<file path="config.mk">
export PLATFORM = sky130hd
export DESIGN_NAME = gain_cal_seq
export DESIGN_NICKNAME = d
export VERILOG_FILES = /design/src/rtl/gcal_pkg.sv /design/src/rtl/gcal_seq.sv /design/src/rtl/gcal_store.sv /design/src/rtl/gcal_apply.sv /design/src/rtl/gain_cal_seq.sv
export SDC_FILE = /design/constraint.sdc
export NUM_CORES = 1
export LEC_CHECK = 0
export ABC_AREA = 1
export BUFFER_PORTS_ARGS = -buffer_cell sky130_fd_sc_hd__clkbuf_2
export CAP_MARGIN = 20
export CORE_MARGIN = 10
export CORE_UTILIZATION = 58
export CTS_BUF_LIST = sky130_fd_sc_hd__clkbuf_16
export DETAILED_ROUTE_END_ITERATION = 8
export GPL_ROUTABILITY_DRIVEN = 0
export GPL_TIMING_DRIVEN = 0
export HOLD_SLACK_MARGIN = 0.12
export PLACE_DENSITY = 0.85
export SLEW_MARGIN = 20
export SYNTH_ARGS = -nofsm -noshare
export SYNTH_HDL_FRONTEND = slang
export SYNTH_HIERARCHICAL = 1
export SYNTH_SLANG_ARGS = --single-unit
</file>
<file path="constraint.sdc">
create_clock -name clk -period 10.4 [get_ports clk]
set_input_delay 2.08 -clock clk [delete_from_list [all_inputs] [get_ports clk]]
set_output_delay 2.08 -clock clk [all_outputs]
set_load 0.1 [all_outputs]
</file>
<file path="src/rtl/gcal_pkg.sv">
package gcal_pkg;
  typedef enum logic [1:0] {
    S_IDLE = 2'd0,
    S_SCAN = 2'd1,
    S_WAIT = 2'd2,
    S_DONE = 2'd3
  } gcal_state_e;
endpackage

</file>
<file path="src/rtl/gcal_seq.sv">
module gcal_seq
  import gcal_pkg::*;
#(
  parameter int NCH = 8,
  parameter int GW  = 2
) (
  input  logic              clk,
  input  logic              rst,
  input  logic              sw_reset,
  input  logic              cal_start,
  input  logic              stat_read,
  input  logic              irq_en,
  input  logic [NCH-1:0]    ch_enable,
  input  logic [NCH*GW-1:0] ch_gain,
  output logic              cal_req,
  output logic [GW-1:0]     cal_gain,
  input  logic              cal_ack,
  output logic              wr_en,
  output logic [GW-1:0]     wr_addr,
  output logic              busy,
  output logic              eoc,
  output logic              irq
);
  localparam int NG = 1 << GW;
  localparam int IW = (NCH > 1) ? $clog2(NCH) : 1;
  localparam logic [IW-1:0] LAST = IW'(NCH - 1);

  gcal_state_e       state_q;
  logic [IW-1:0]     idx_q;
  logic [NCH-1:0]    en_snap_q;
  logic [NCH*GW-1:0] gain_snap_q;
  logic [NG-1:0]     seen_q;
  logic              req_q;
  logic [GW-1:0]     gain_q;
  logic              eoc_q;
  logic              irq_q;
  logic              eoc_d;
  logic [GW-1:0]     cur_g;

  assign cur_g = gain_snap_q[idx_q*GW +: GW];

  always_comb begin
    if (state_q == S_DONE)  eoc_d = 1'b1;
    else if (stat_read)     eoc_d = 1'b0;
    else                    eoc_d = eoc_q;
  end

  always_ff @(posedge clk) begin
    if (rst || sw_reset) begin
      state_q     <= S_IDLE;
      idx_q       <= '0;
      en_snap_q   <= '0;
      gain_snap_q <= '0;
      seen_q      <= '0;
      req_q       <= 1'b0;
      gain_q      <= '0;
      eoc_q       <= 1'b0;
      irq_q       <= 1'b0;
    end else begin
      eoc_q <= eoc_d;
      irq_q <= eoc_d & irq_en;
      unique case (state_q)
        S_IDLE: begin
          if (cal_start) begin
            en_snap_q   <= ch_enable;
            gain_snap_q <= ch_gain;
            idx_q       <= '0;
            seen_q      <= '0;
            state_q     <= S_SCAN;
          end
        end
        S_SCAN: begin
          if (en_snap_q[idx_q] && !seen_q[cur_g]) begin
            req_q   <= 1'b1;
            gain_q  <= cur_g;
            state_q <= S_WAIT;
          end else if (idx_q == LAST) begin
            state_q <= S_DONE;
          end else begin
            idx_q <= idx_q + 1'b1;
          end
        end
        S_WAIT: begin
          if (cal_ack) begin
            req_q          <= 1'b0;
            seen_q[gain_q] <= 1'b1;
            if (idx_q == LAST) begin
              state_q <= S_DONE;
            end else begin
              idx_q   <= idx_q + 1'b1;
              state_q <= S_SCAN;
            end
          end
        end
        S_DONE:  state_q <= S_IDLE;
        default: state_q <= S_IDLE;
      endcase
    end
  end

  assign cal_req  = req_q;
  assign cal_gain = gain_q;
  assign wr_en    = (state_q == S_WAIT) && cal_ack;
  assign wr_addr  = gain_q;
  assign busy     = (state_q != S_IDLE);
  assign eoc      = eoc_q;
  assign irq      = irq_q;


  req_hold_chk: assert property (@(posedge clk) disable iff (rst || sw_reset)
    (cal_req && !cal_ack) |=> (cal_req && $stable(cal_gain)));


  new_setting_chk: assert property (@(posedge clk) disable iff (rst || sw_reset)
    (state_q == S_WAIT) |-> !seen_q[gain_q]);


  eoc_after_done_chk: assert property (@(posedge clk) disable iff (rst || sw_reset)
    $rose(eoc_q) |-> $past(state_q == S_DONE));


  irq_follows_chk: assert property (@(posedge clk) disable iff (rst || sw_reset)
    ($rose(eoc_q) && $past(irq_en)) |-> irq_q);
endmodule

</file>
<file path="src/rtl/gcal_store.sv">
module gcal_store #(
  parameter int GW = 2,
  parameter int CW = 12
) (
  input  logic                   clk,
  input  logic                   rst,
  input  logic                   sw_reset,
  input  logic                   ref_change,
  input  logic                   wr_en,
  input  logic [GW-1:0]          wr_addr,
  input  logic [CW-1:0]          wr_data,
  output logic [(1<<GW)-1:0]     valid,
  output logic [(1<<GW)*CW-1:0]  corr_flat
);
  localparam int NG = 1 << GW;

  logic [NG-1:0] valid_q;
  logic [CW-1:0] mem [NG];

  always_ff @(posedge clk) begin
    if (rst || sw_reset || ref_change) valid_q <= '0;
    else if (wr_en)                    valid_q[wr_addr] <= 1'b1;
  end

  always_ff @(posedge clk) begin
    if (wr_en) mem[wr_addr] <= wr_data;
  end

  generate
    for (genvar g = 0; g < NG; g++) begin : g_out
      assign corr_flat[g*CW +: CW] = mem[g];
    end
  endgenerate

  assign valid = valid_q;


  clear_on_swrst_chk: assert property (@(posedge clk) disable iff (rst)
    sw_reset |=> (valid_q == '0));


  clear_on_ref_chk: assert property (@(posedge clk) disable iff (rst)
    ref_change |=> (valid_q == '0));
endmodule

</file>
<file path="src/rtl/gcal_apply.sv">
module gcal_apply #(
  parameter int NCH = 8,
  parameter int GW  = 2,
  parameter int CW  = 12,
  parameter int DW  = 12
) (
  input  logic                          clk,
  input  logic                          rst,
  input  logic                          conv_valid,
  input  logic [$clog2(NCH)-1:0]        conv_ch,
  input  logic [DW-1:0]                 conv_raw,
  input  logic [NCH*GW-1:0]             ch_gain,
  input  logic [(1<<GW)-1:0]            valid,
  input  logic [(1<<GW)*CW-1:0]         corr_flat,
  output logic                          out_valid,
  output logic [DW-1:0]                 out_data,
  output logic                          out_cal
);
  localparam int SW = ((DW > CW) ? DW : CW) + 2;
  localparam logic signed [SW-1:0] MAXV = SW'((1 << DW) - 1);

  logic [GW-1:0]          g;
  logic [CW-1:0]          corr;
  logic signed [SW-1:0]   sum;
  logic [DW-1:0]          clamped;

  assign g    = ch_gain[conv_ch*GW +: GW];
  assign corr = corr_flat[g*CW +: CW];

  always_comb begin
    sum = SW'($signed({1'b0, conv_raw})) + SW'($signed(corr));
    if (sum < 0)         clamped = '0;
    else if (sum > MAXV) clamped = MAXV[DW-1:0];
    else                 clamped = sum[DW-1:0];
  end

  always_ff @(posedge clk) begin
    if (rst) begin
      out_valid <= 1'b0;
      out_data  <= '0;
      out_cal   <= 1'b0;
    end else begin
      out_valid <= conv_valid;
      if (conv_valid) begin
        out_cal  <= valid[g];
        out_data <= valid[g] ? clamped : conv_raw;
      end
    end
  end


  raw_pass_chk: assert property (@(posedge clk) disable iff (rst)
    (out_valid && !out_cal) |-> (out_data == $past(conv_raw)));
endmodule

</file>
<file path="src/rtl/gain_cal_seq.sv">
module gain_cal_seq #(
  parameter int NCH = 8,
  parameter int GW  = 2,
  parameter int CW  = 12,
  parameter int DW  = 12
) (
  input  logic                        clk,
  input  logic                        rst,
  input  logic                        cal_start,
  input  logic                        sw_reset,
  input  logic                        ref_change,
  input  logic                        stat_read,
  input  logic                        irq_en,
  input  logic [NCH-1:0]              ch_enable,
  input  logic [NCH*GW-1:0]           ch_gain,
  output logic                        cal_req,
  output logic [GW-1:0]               cal_gain,
  input  logic                        cal_ack,
  input  logic [CW-1:0]               cal_corr,
  output logic                        busy,
  output logic                        eoc,
  output logic                        irq,
  output logic [(1<<GW)-1:0]          set_valid,
  output logic [(1<<GW)*CW-1:0]       set_corr,
  input  logic                        conv_valid,
  input  logic [$clog2(NCH)-1:0]      conv_ch,
  input  logic [DW-1:0]               conv_raw,
  output logic                        out_valid,
  output logic [DW-1:0]               out_data,
  output logic                        out_cal
);
  logic          wr_en;
  logic [GW-1:0] wr_addr;

  gcal_seq #(.NCH(NCH), .GW(GW)) u_seq (
    .clk(clk), .rst(rst), .sw_reset(sw_reset), .cal_start(cal_start),
    .stat_read(stat_read), .irq_en(irq_en), .ch_enable(ch_enable),
    .ch_gain(ch_gain), .cal_req(cal_req), .cal_gain(cal_gain),
    .cal_ack(cal_ack), .wr_en(wr_en), .wr_addr(wr_addr), .busy(busy),
    .eoc(eoc), .irq(irq)
  );

  gcal_store #(.GW(GW), .CW(CW)) u_store (
    .clk(clk), .rst(rst), .sw_reset(sw_reset), .ref_change(ref_change),
    .wr_en(wr_en), .wr_addr(wr_addr), .wr_data(cal_corr),
    .valid(set_valid), .corr_flat(set_corr)
  );

  gcal_apply #(.NCH(NCH), .GW(GW), .CW(CW), .DW(DW)) u_apply (
    .clk(clk), .rst(rst), .conv_valid(conv_valid), .conv_ch(conv_ch),
    .conv_raw(conv_raw), .ch_gain(ch_gain), .valid(set_valid),
    .corr_flat(set_corr), .out_valid(out_valid), .out_data(out_data),
    .out_cal(out_cal)
  );
endmodule

</file>
# Yosys cells after proc, flatten, opt, wreduce, memory -nomap -nowiden
# Memory sizes are Yosys's and may differ from the RTL's.
# Index checks and enable logic that the tools add are counted.
# classes
add_sub_neg	2
n_mul	1
n_div	0
order_cmp	7
eq_ne	9
shifts	3
n_mux	32
bitwise	3
reduce_logical	17
# op_table
cell	n
$shiftx 48x7->12	1
$mux 12	3
$shiftx 16x5->2	2
$add 13x12->14	1
$gt 14x13->1 const B	1
$lt 14x1->1 const B	1
$mux 3	4
$mux 1	10
$mux 2	5
$lt 2x3->1 const B	3
$pmux 3 s3	1
$reduce_and 3->1	3
$mux 4	2
$or 4x4->4	2
$pmux 2 s4	1
$pmux 4 s2	1
$ne 2x2->1 const B	3
$reduce_bool 2->1	3
$bmux 1 s2	2
$eq 2x2->1 const B	2
$lt 3x4->1 const B	1
$mul 2x2->4 const B	1
$reduce_and 2->1	2
$reduce_and 4->1	1
other kinds (15)	18
# totals
reg_bits	56
latchBits	0
mem_bits_rw	48
rom_bits	0
out_inout_bits	72
wordCells	88
n_memories	1
# mem_list
name	depth	word_bits	read_ports	rd_clocked_by_memory_dff	write_ports	line_no	text
u_store.mem	4	12	4	0	1	gcal_store.sv:18	logic [CW-1:0] mem [NG];

# Logic depth before layout (Yosys ltp)
# logic_depth
depth_word	8
ltp_mapped	25

# Cells and area by module
# The synthesis kept the hierarchy.
# modules_own_cells
mod	instances	cells_per_inst	area_each_um2
gcal_apply	1	348	2042.0
gcal_seq	1	258	1869.3
gcal_store	1	74	1621.6

# Worst setup path before layout
# No wires, ideal clock.
# synth_timing
path_kind	in2reg
start	input conv_ch[0]
end	register u_apply.out_data[8]
setup_ns	0.068
arrival_ns	4.673
required_time_ns	10.332
slack_ns	5.658
cell_stages	23
path_buffers	3
cell_sequence	buf_6 -> clkinv_4 -> nand2_1 -> nand3_2 -> nand3_2 -> nand2_2 -> inv_1 -> buf_1 -> nor2_1 -> o22ai_1 -> ha_1 -> a21oi_1 -> nand2_1 -> a21oi_2 -> nor2_1 -> nor2_1 -> nand3_2 -> nand2_1 -> nand2_2 -> buf_6 -> nand2_1 -> nand2_2 -> a21oi_2
# synth_via
elab_chain_len	8
# synth_rtl
element	line_no	text
start, declared	gain_cal_seq.sv:26	input logic [$clog2(NCH)-1:0] conv_ch,
$shiftx 16x5->2 (*)	gcal_apply.sv:27	assign g = ch_gain[conv_ch*GW +: GW];
$mul 2x2->4	gcal_apply.sv:28	assign corr = corr_flat[g*CW +: CW];
$shiftx 48x7->12	gcal_apply.sv:28	
$add 13x12->14	gcal_apply.sv:31	sum = SW'($signed({1'b0, conv_raw})) + SW'($signed(corr));
$gt 14x13->1	gcal_apply.sv:33	else if (sum > MAXV) clamped = MAXV[DW-1:0];
$mux 12	gcal_apply.sv:33	
$mux 12	gcal_apply.sv:32	if (sum < 0) clamped = '0;
$mux 12 (*)	gcal_apply.sv:46	out_data <= valid[g] ? clamped : conv_raw;
end signal, assigned	gcal_apply.sv:46	
end, declared	gcal_apply.sv:16	output logic [DW-1:0] out_data,
# Mark *: on every way between the ends. The rest lies on a longest branch, timed or not. The select of a mux whose other input is x is not followed.
# A chain may end at the register's enable or synchronous reset.

# Final worst setup path
# layout_timing
start	input conv_ch[1]
end	register u_apply.out_data[10]
# Same word-level chain as after synthesis.

==> impl.org <==
** Run status
- The flow ran to the end, and the final reports show no timing, DRC or antenna violations.

** Power
- VDD IR-drop max :: between 0.1 and 0.15 mV
- Power per standard cell area :: about 160 mW/mm²
- In this run the static leakage power is 3.056 nW.

** Run
- Reported max-cap violation count :: 0

** Global routing
- For this run the aggregate overflow at the end of global routing stands at 0.
- The number of global-route vias before repair came to around 5.1k.
- Entering global routing, the biggest net connects 23 pins.
- The first global-routing pass estimated roughly 25 mm of wire.
- The number of antenna violations at the first check in global routing was 0.
- Across every metal layer, demand over resource in global routing totals 0.2193.

** Clock network
- TritonCTS built the clock tree.
- After clock tree synthesis, the clock-pin slew on the worst setup and hold paths is approximately 0.080 ns.
- Post-CTS Hold Buffers :: 0
- Setup repair bufs after CTS :: 0
- The later pin in the worst-skew pair is clocked with a latency of roughly 0.34 ns.
- The cell sitting at the root of the clock tree is a sky130_fd_sc_hd__clkbuf_16.
- In this run the deepest clock path goes through 2 buffers.
- The clock tree synthesis step divided the H-tree into 3 levels.
- CTS resizes :: 0
- Counting the buffers created by CTS gives 9.
- The tree built by TritonCTS fans out to 104 sinks.

** Setup path
- Critical path, cell by cell :: clkbuf_2 -> inv_1 -> nand3_1 -> nand3_2 -> nand2_2 -> inv_1 -> buf_1 -> nor2_1 -> o22ai_1 -> ha_1 -> a21oi_1 -> nand2_1 -> a21oi_2 -> nor2_1 -> nor2_1 -> nand3_2 -> a21oi_4 -> buf_6 -> nand2_2 -> a21oi_2
- WS Path Type :: input port to flop
- Data arrival time at the worst-slack endpoint :: between 5 and 6 ns
- Nature of the critical path startpoint :: input port
- Required time of the worst setup path :: around 11 ns
- Crit end category :: flop
- Maximum single-stage delay on the critical path :: ~0.48 ns
- Slowest stage cell, crit path :: sky130_fd_sc_hd__buf_1
- Cell depth of the worst flop-to-flop path :: 13
- CP Max Fanout :: 10
- The cell that appears most often on the critical path is sky130_fd_sc_hd__nor2_1.

** Timing
- Pins Over Slew Limit :: 0
- Worst Slack Setup Final :: approximately 5.2 ns
- The hold violation total from the final report came to 0.
- Number of setup violations in the final report :: 0
- The worst path in the final design needs a cycle of between 5 and 6 ns, including I/O delays and setup.
- The worst pin sits at a relative slew slack of 0.5881.
- Setup Skew :: 0.009124 ns
- Post-route clock period utilization :: 0.4971
- Static timing analysis puts the maximum clock frequency at between 150 and 200 MHz.
- Final sum of negative setup slack :: 0 ns
- For the pin with the worst max-slew slack, the measured transition is just over 0.6 ns.
- Setup repair after global routing left no endpoint under its margin.

** Final layout
- Layout filler cell count :: about 740
- Total number of nets in the final design :: approximately 900
- The number of antenna diodes in the final layout is 0.
- Area delta synth->final :: 20.17%
- Summing all multi-input logic gate instances after layout gives around 0.0025 mm².
- Across the whole layout, storage elements account for between 0.002 and 0.003 mm².
- Share of final-layout standard cells stronger than drive strength 1 :: 0.2618

** Die
- Std cell rows :: 35
- The die covers 0.01385 mm².
- Width of the die :: approximately 120 µm
- Effective utilization at floorplan :: 0.5960
- Floorplan die height :: around 120 µm
- The region available for standard cell placement spans a little over 0.009 mm².
- Io pins :: roughly 130

** Hold path
- Min-Delay Path Class :: flop to flop
- Hold Path Depth :: 2

** Placement
- Port Buf Inserts :: approximately 130
- Dpl hpwl :: 12.01 mm
- Post-Place Setup Slack :: a little under 5 ns

** Yosys
- Portion of the post-synthesis area used by sequential elements :: 0.4631
- In this run, synthesis inferred 48 flip-flops with an integrated enable.
- Synth Net Count :: between 700 and 800
- For this run, asynchronously set or reset flops after synthesis account for 0.
- Of the post-synthesis cell area, the dominant cell type holds 0.2605.
- Yosys warning count :: 6
- Area contributors post-synth :: sky130_fd_sc_hd__edfxtp_1, sky130_fd_sc_hd__dfxtp_1, sky130_fd_sc_hd__nand2_1
- Counting every instance in the synthesized netlist gives 680.
- Top FF cell, synth :: sky130_fd_sc_hd__dfxtp_1
- Count of distinct cell types in the synthesized netlist :: 36
- Summed instance area of the synthesized netlist :: about 0.0055 mm²
- Mean cell area of the mapped netlist :: a little over 8 µm²
- After synthesis the netlist holds a flip-flop and latch count of approximately 100.
- sky130_fd_sc_hd__edfxtp_1 takes more of the synthesized area than any other cell.

** Route
- Routed wire length :: ~16 mm
- After detailed routing, the average wire length per cell comes to between 15 and 20 µm.
- Number of iterations in the first detailed-routing pass :: 5
- Post-DR vias/cell :: roughly 5.4
- Detailed Route Iter0 Violations :: 365
- The final route contains ~5.2k vias.
- Remaining antenna violation count :: 0
- DRC violations left :: 0
[layout make-up]
type                    count  area share
clock inverters             7     0.01261
multi-input cells         463      0.3732
plain buffers              26     0.02371
flip-flops and latches    104      0.3854
inverters                  87     0.04987
repair buffers            129     0.09710
well taps                 129     0.02428
clock buffers               9     0.03387
[registers in the layout, summed over array words and instances (netlist names)]
register	cells
u_store/mem	48
u_seq/gain_snap_q	16
u_apply/out_data	12
u_seq/en_snap_q	8
u_seq/seen_q	4
u_store/valid	4
u_seq/idx_q	3
u_seq/cal_gain	2
u_seq/state_q	2
u_apply/out_cal	1
u_apply/out_valid	1
u_seq/cal_req	1
u_seq/eoc	1
u_seq/irq	1
[cells by family (layout without fill, tap and decap cells)]
logic type | Yosys count | count (layout) | synth area share
AO/OA/AOI/OAI | 136 | 136 | 0.1373
XOR/XNOR | 8 | 8 | 0.01266
adder cells (fa/ha/maj) | 23 | 23 | 0.05337
buffers and inverters | 113 | 258 | 0.08842
flip-flops | 104 | 104 | 0.4631
AND/OR/NAND/NOR | 296 | 296 | 0.2451
[path summary, 6_finish.rpt]
| check | start | end | slack [ns] |
|---|---|---|---|
| worst max register to register | u_store/mem[1][2] | u_apply/out_data[10] | 7.83 |
| worst max-delay path | conv_ch[1] | u_apply/out_data[10] | 5.23 |
| worst min-delay path | u_seq/cal_req | u_seq/cal_req | 0.47 |
| worst min register to register | u_seq/cal_req | u_seq/cal_req | 0.47 |
[power by group]
part,internal (W),switching (W)
clock network,0.000175,0.000172
logic,0.0000826,0.000192
registers,0.000439,0.00000636
total,0.000697,0.000370
[cell usage after synthesis, types with 2 or more instances]
cell type                  count
sky130_fd_sc_hd__nand4_1       2
sky130_fd_sc_hd__o22ai_1      13
sky130_fd_sc_hd__nor2_1       75
sky130_fd_sc_hd__edfxtp_1     48
sky130_fd_sc_hd__a21oi_2      10
sky130_fd_sc_hd__buf_1         3
sky130_fd_sc_hd__xor2_1        5
sky130_fd_sc_hd__dfxtp_1      56
sky130_fd_sc_hd__nand3_1      44
sky130_fd_sc_hd__clkbuf_1     14
sky130_fd_sc_hd__a21oi_1      35
sky130_fd_sc_hd__nand3_2      16
sky130_fd_sc_hd__nand2_1     129
sky130_fd_sc_hd__inv_2         8
sky130_fd_sc_hd__xnor2_1       3
sky130_fd_sc_hd__inv_1        78
sky130_fd_sc_hd__nand2_2      21
sky130_fd_sc_hd__o21ai_0      56
sky130_fd_sc_hd__nor2_2        2
sky130_fd_sc_hd__buf_6         7
sky130_fd_sc_hd__ha_1         22
sky130_fd_sc_hd__o21ai_1      16
sky130_fd_sc_hd__buf_4         2
sky130_fd_sc_hd__nand3b_1      3
[layer usage]
layer | part of all wire | global-route usage | vias to the layer above
li1 | - | - | 2521
met5 | 0 | 0 | -
met3 | 0.086 | 0.06139 | 24
met2 | 0.49 | 0.3773 | 236
met1 | 0.41 | 0.2616 | 2390
met4 | 0.017 | 0.05951 | 0
[placed cells by master (no fill, tap or decap), drive strengths merged]
cell type | Yosys | final
nor2 | 77 | 77
nand3b | 3 | 3
o21bai | 1 | 1
o22ai | 13 | 13
a211oi | 1 | 1
nand4 | 3 | 3
fa | 1 | 1
o211ai | 1 | 1
ha | 22 | 22
a21oi | 46 | 46
edfxtp | 48 | 48
inv | 86 | 92
xnor2 | 3 | 3
clkbuf | 14 | 152
nand3 | 60 | 60
or2 | 1 | 1
nand2 | 150 | 150
nor3b | 1 | 1
a21boi | 1 | 1
clkinv | 1 | 2
dfxtp | 56 | 56
xor2 | 5 | 5
o21ai | 73 | 73
nor3 | 1 | 1
buf | 12 | 12
[through the flow]
stage	cell area (µm²)	util	hold WS (ns)	total power, W	std cells
2_1_floorplan	5533	-	0.4293	0.0006598	680
3_5_place_dp	6340	0.6829	0.4479	0.0007228	938
4_1_cts	6649	0.7162	0.4593	0.001066	954
3_3_place_gp	6340	0.6829	0.4386	0.0007134	938
5_1_grt	6649	0.7162	0.4677	0.001121	954
6_report	6649	0.7162	0.4700	0.001067	954
[worst max-delay path, delay by kind of cell]
kind / cells / cell delay (ns)
AO/OA/AOI/OAI: 5 / 1.02
buffers and inverters: 5 / 1.09
adder cells (fa/ha/maj): 1 / 0.33
AND/OR/NAND/NOR: 9 / 0.90
No activity file was read; power rests on OpenSTA's default activity.
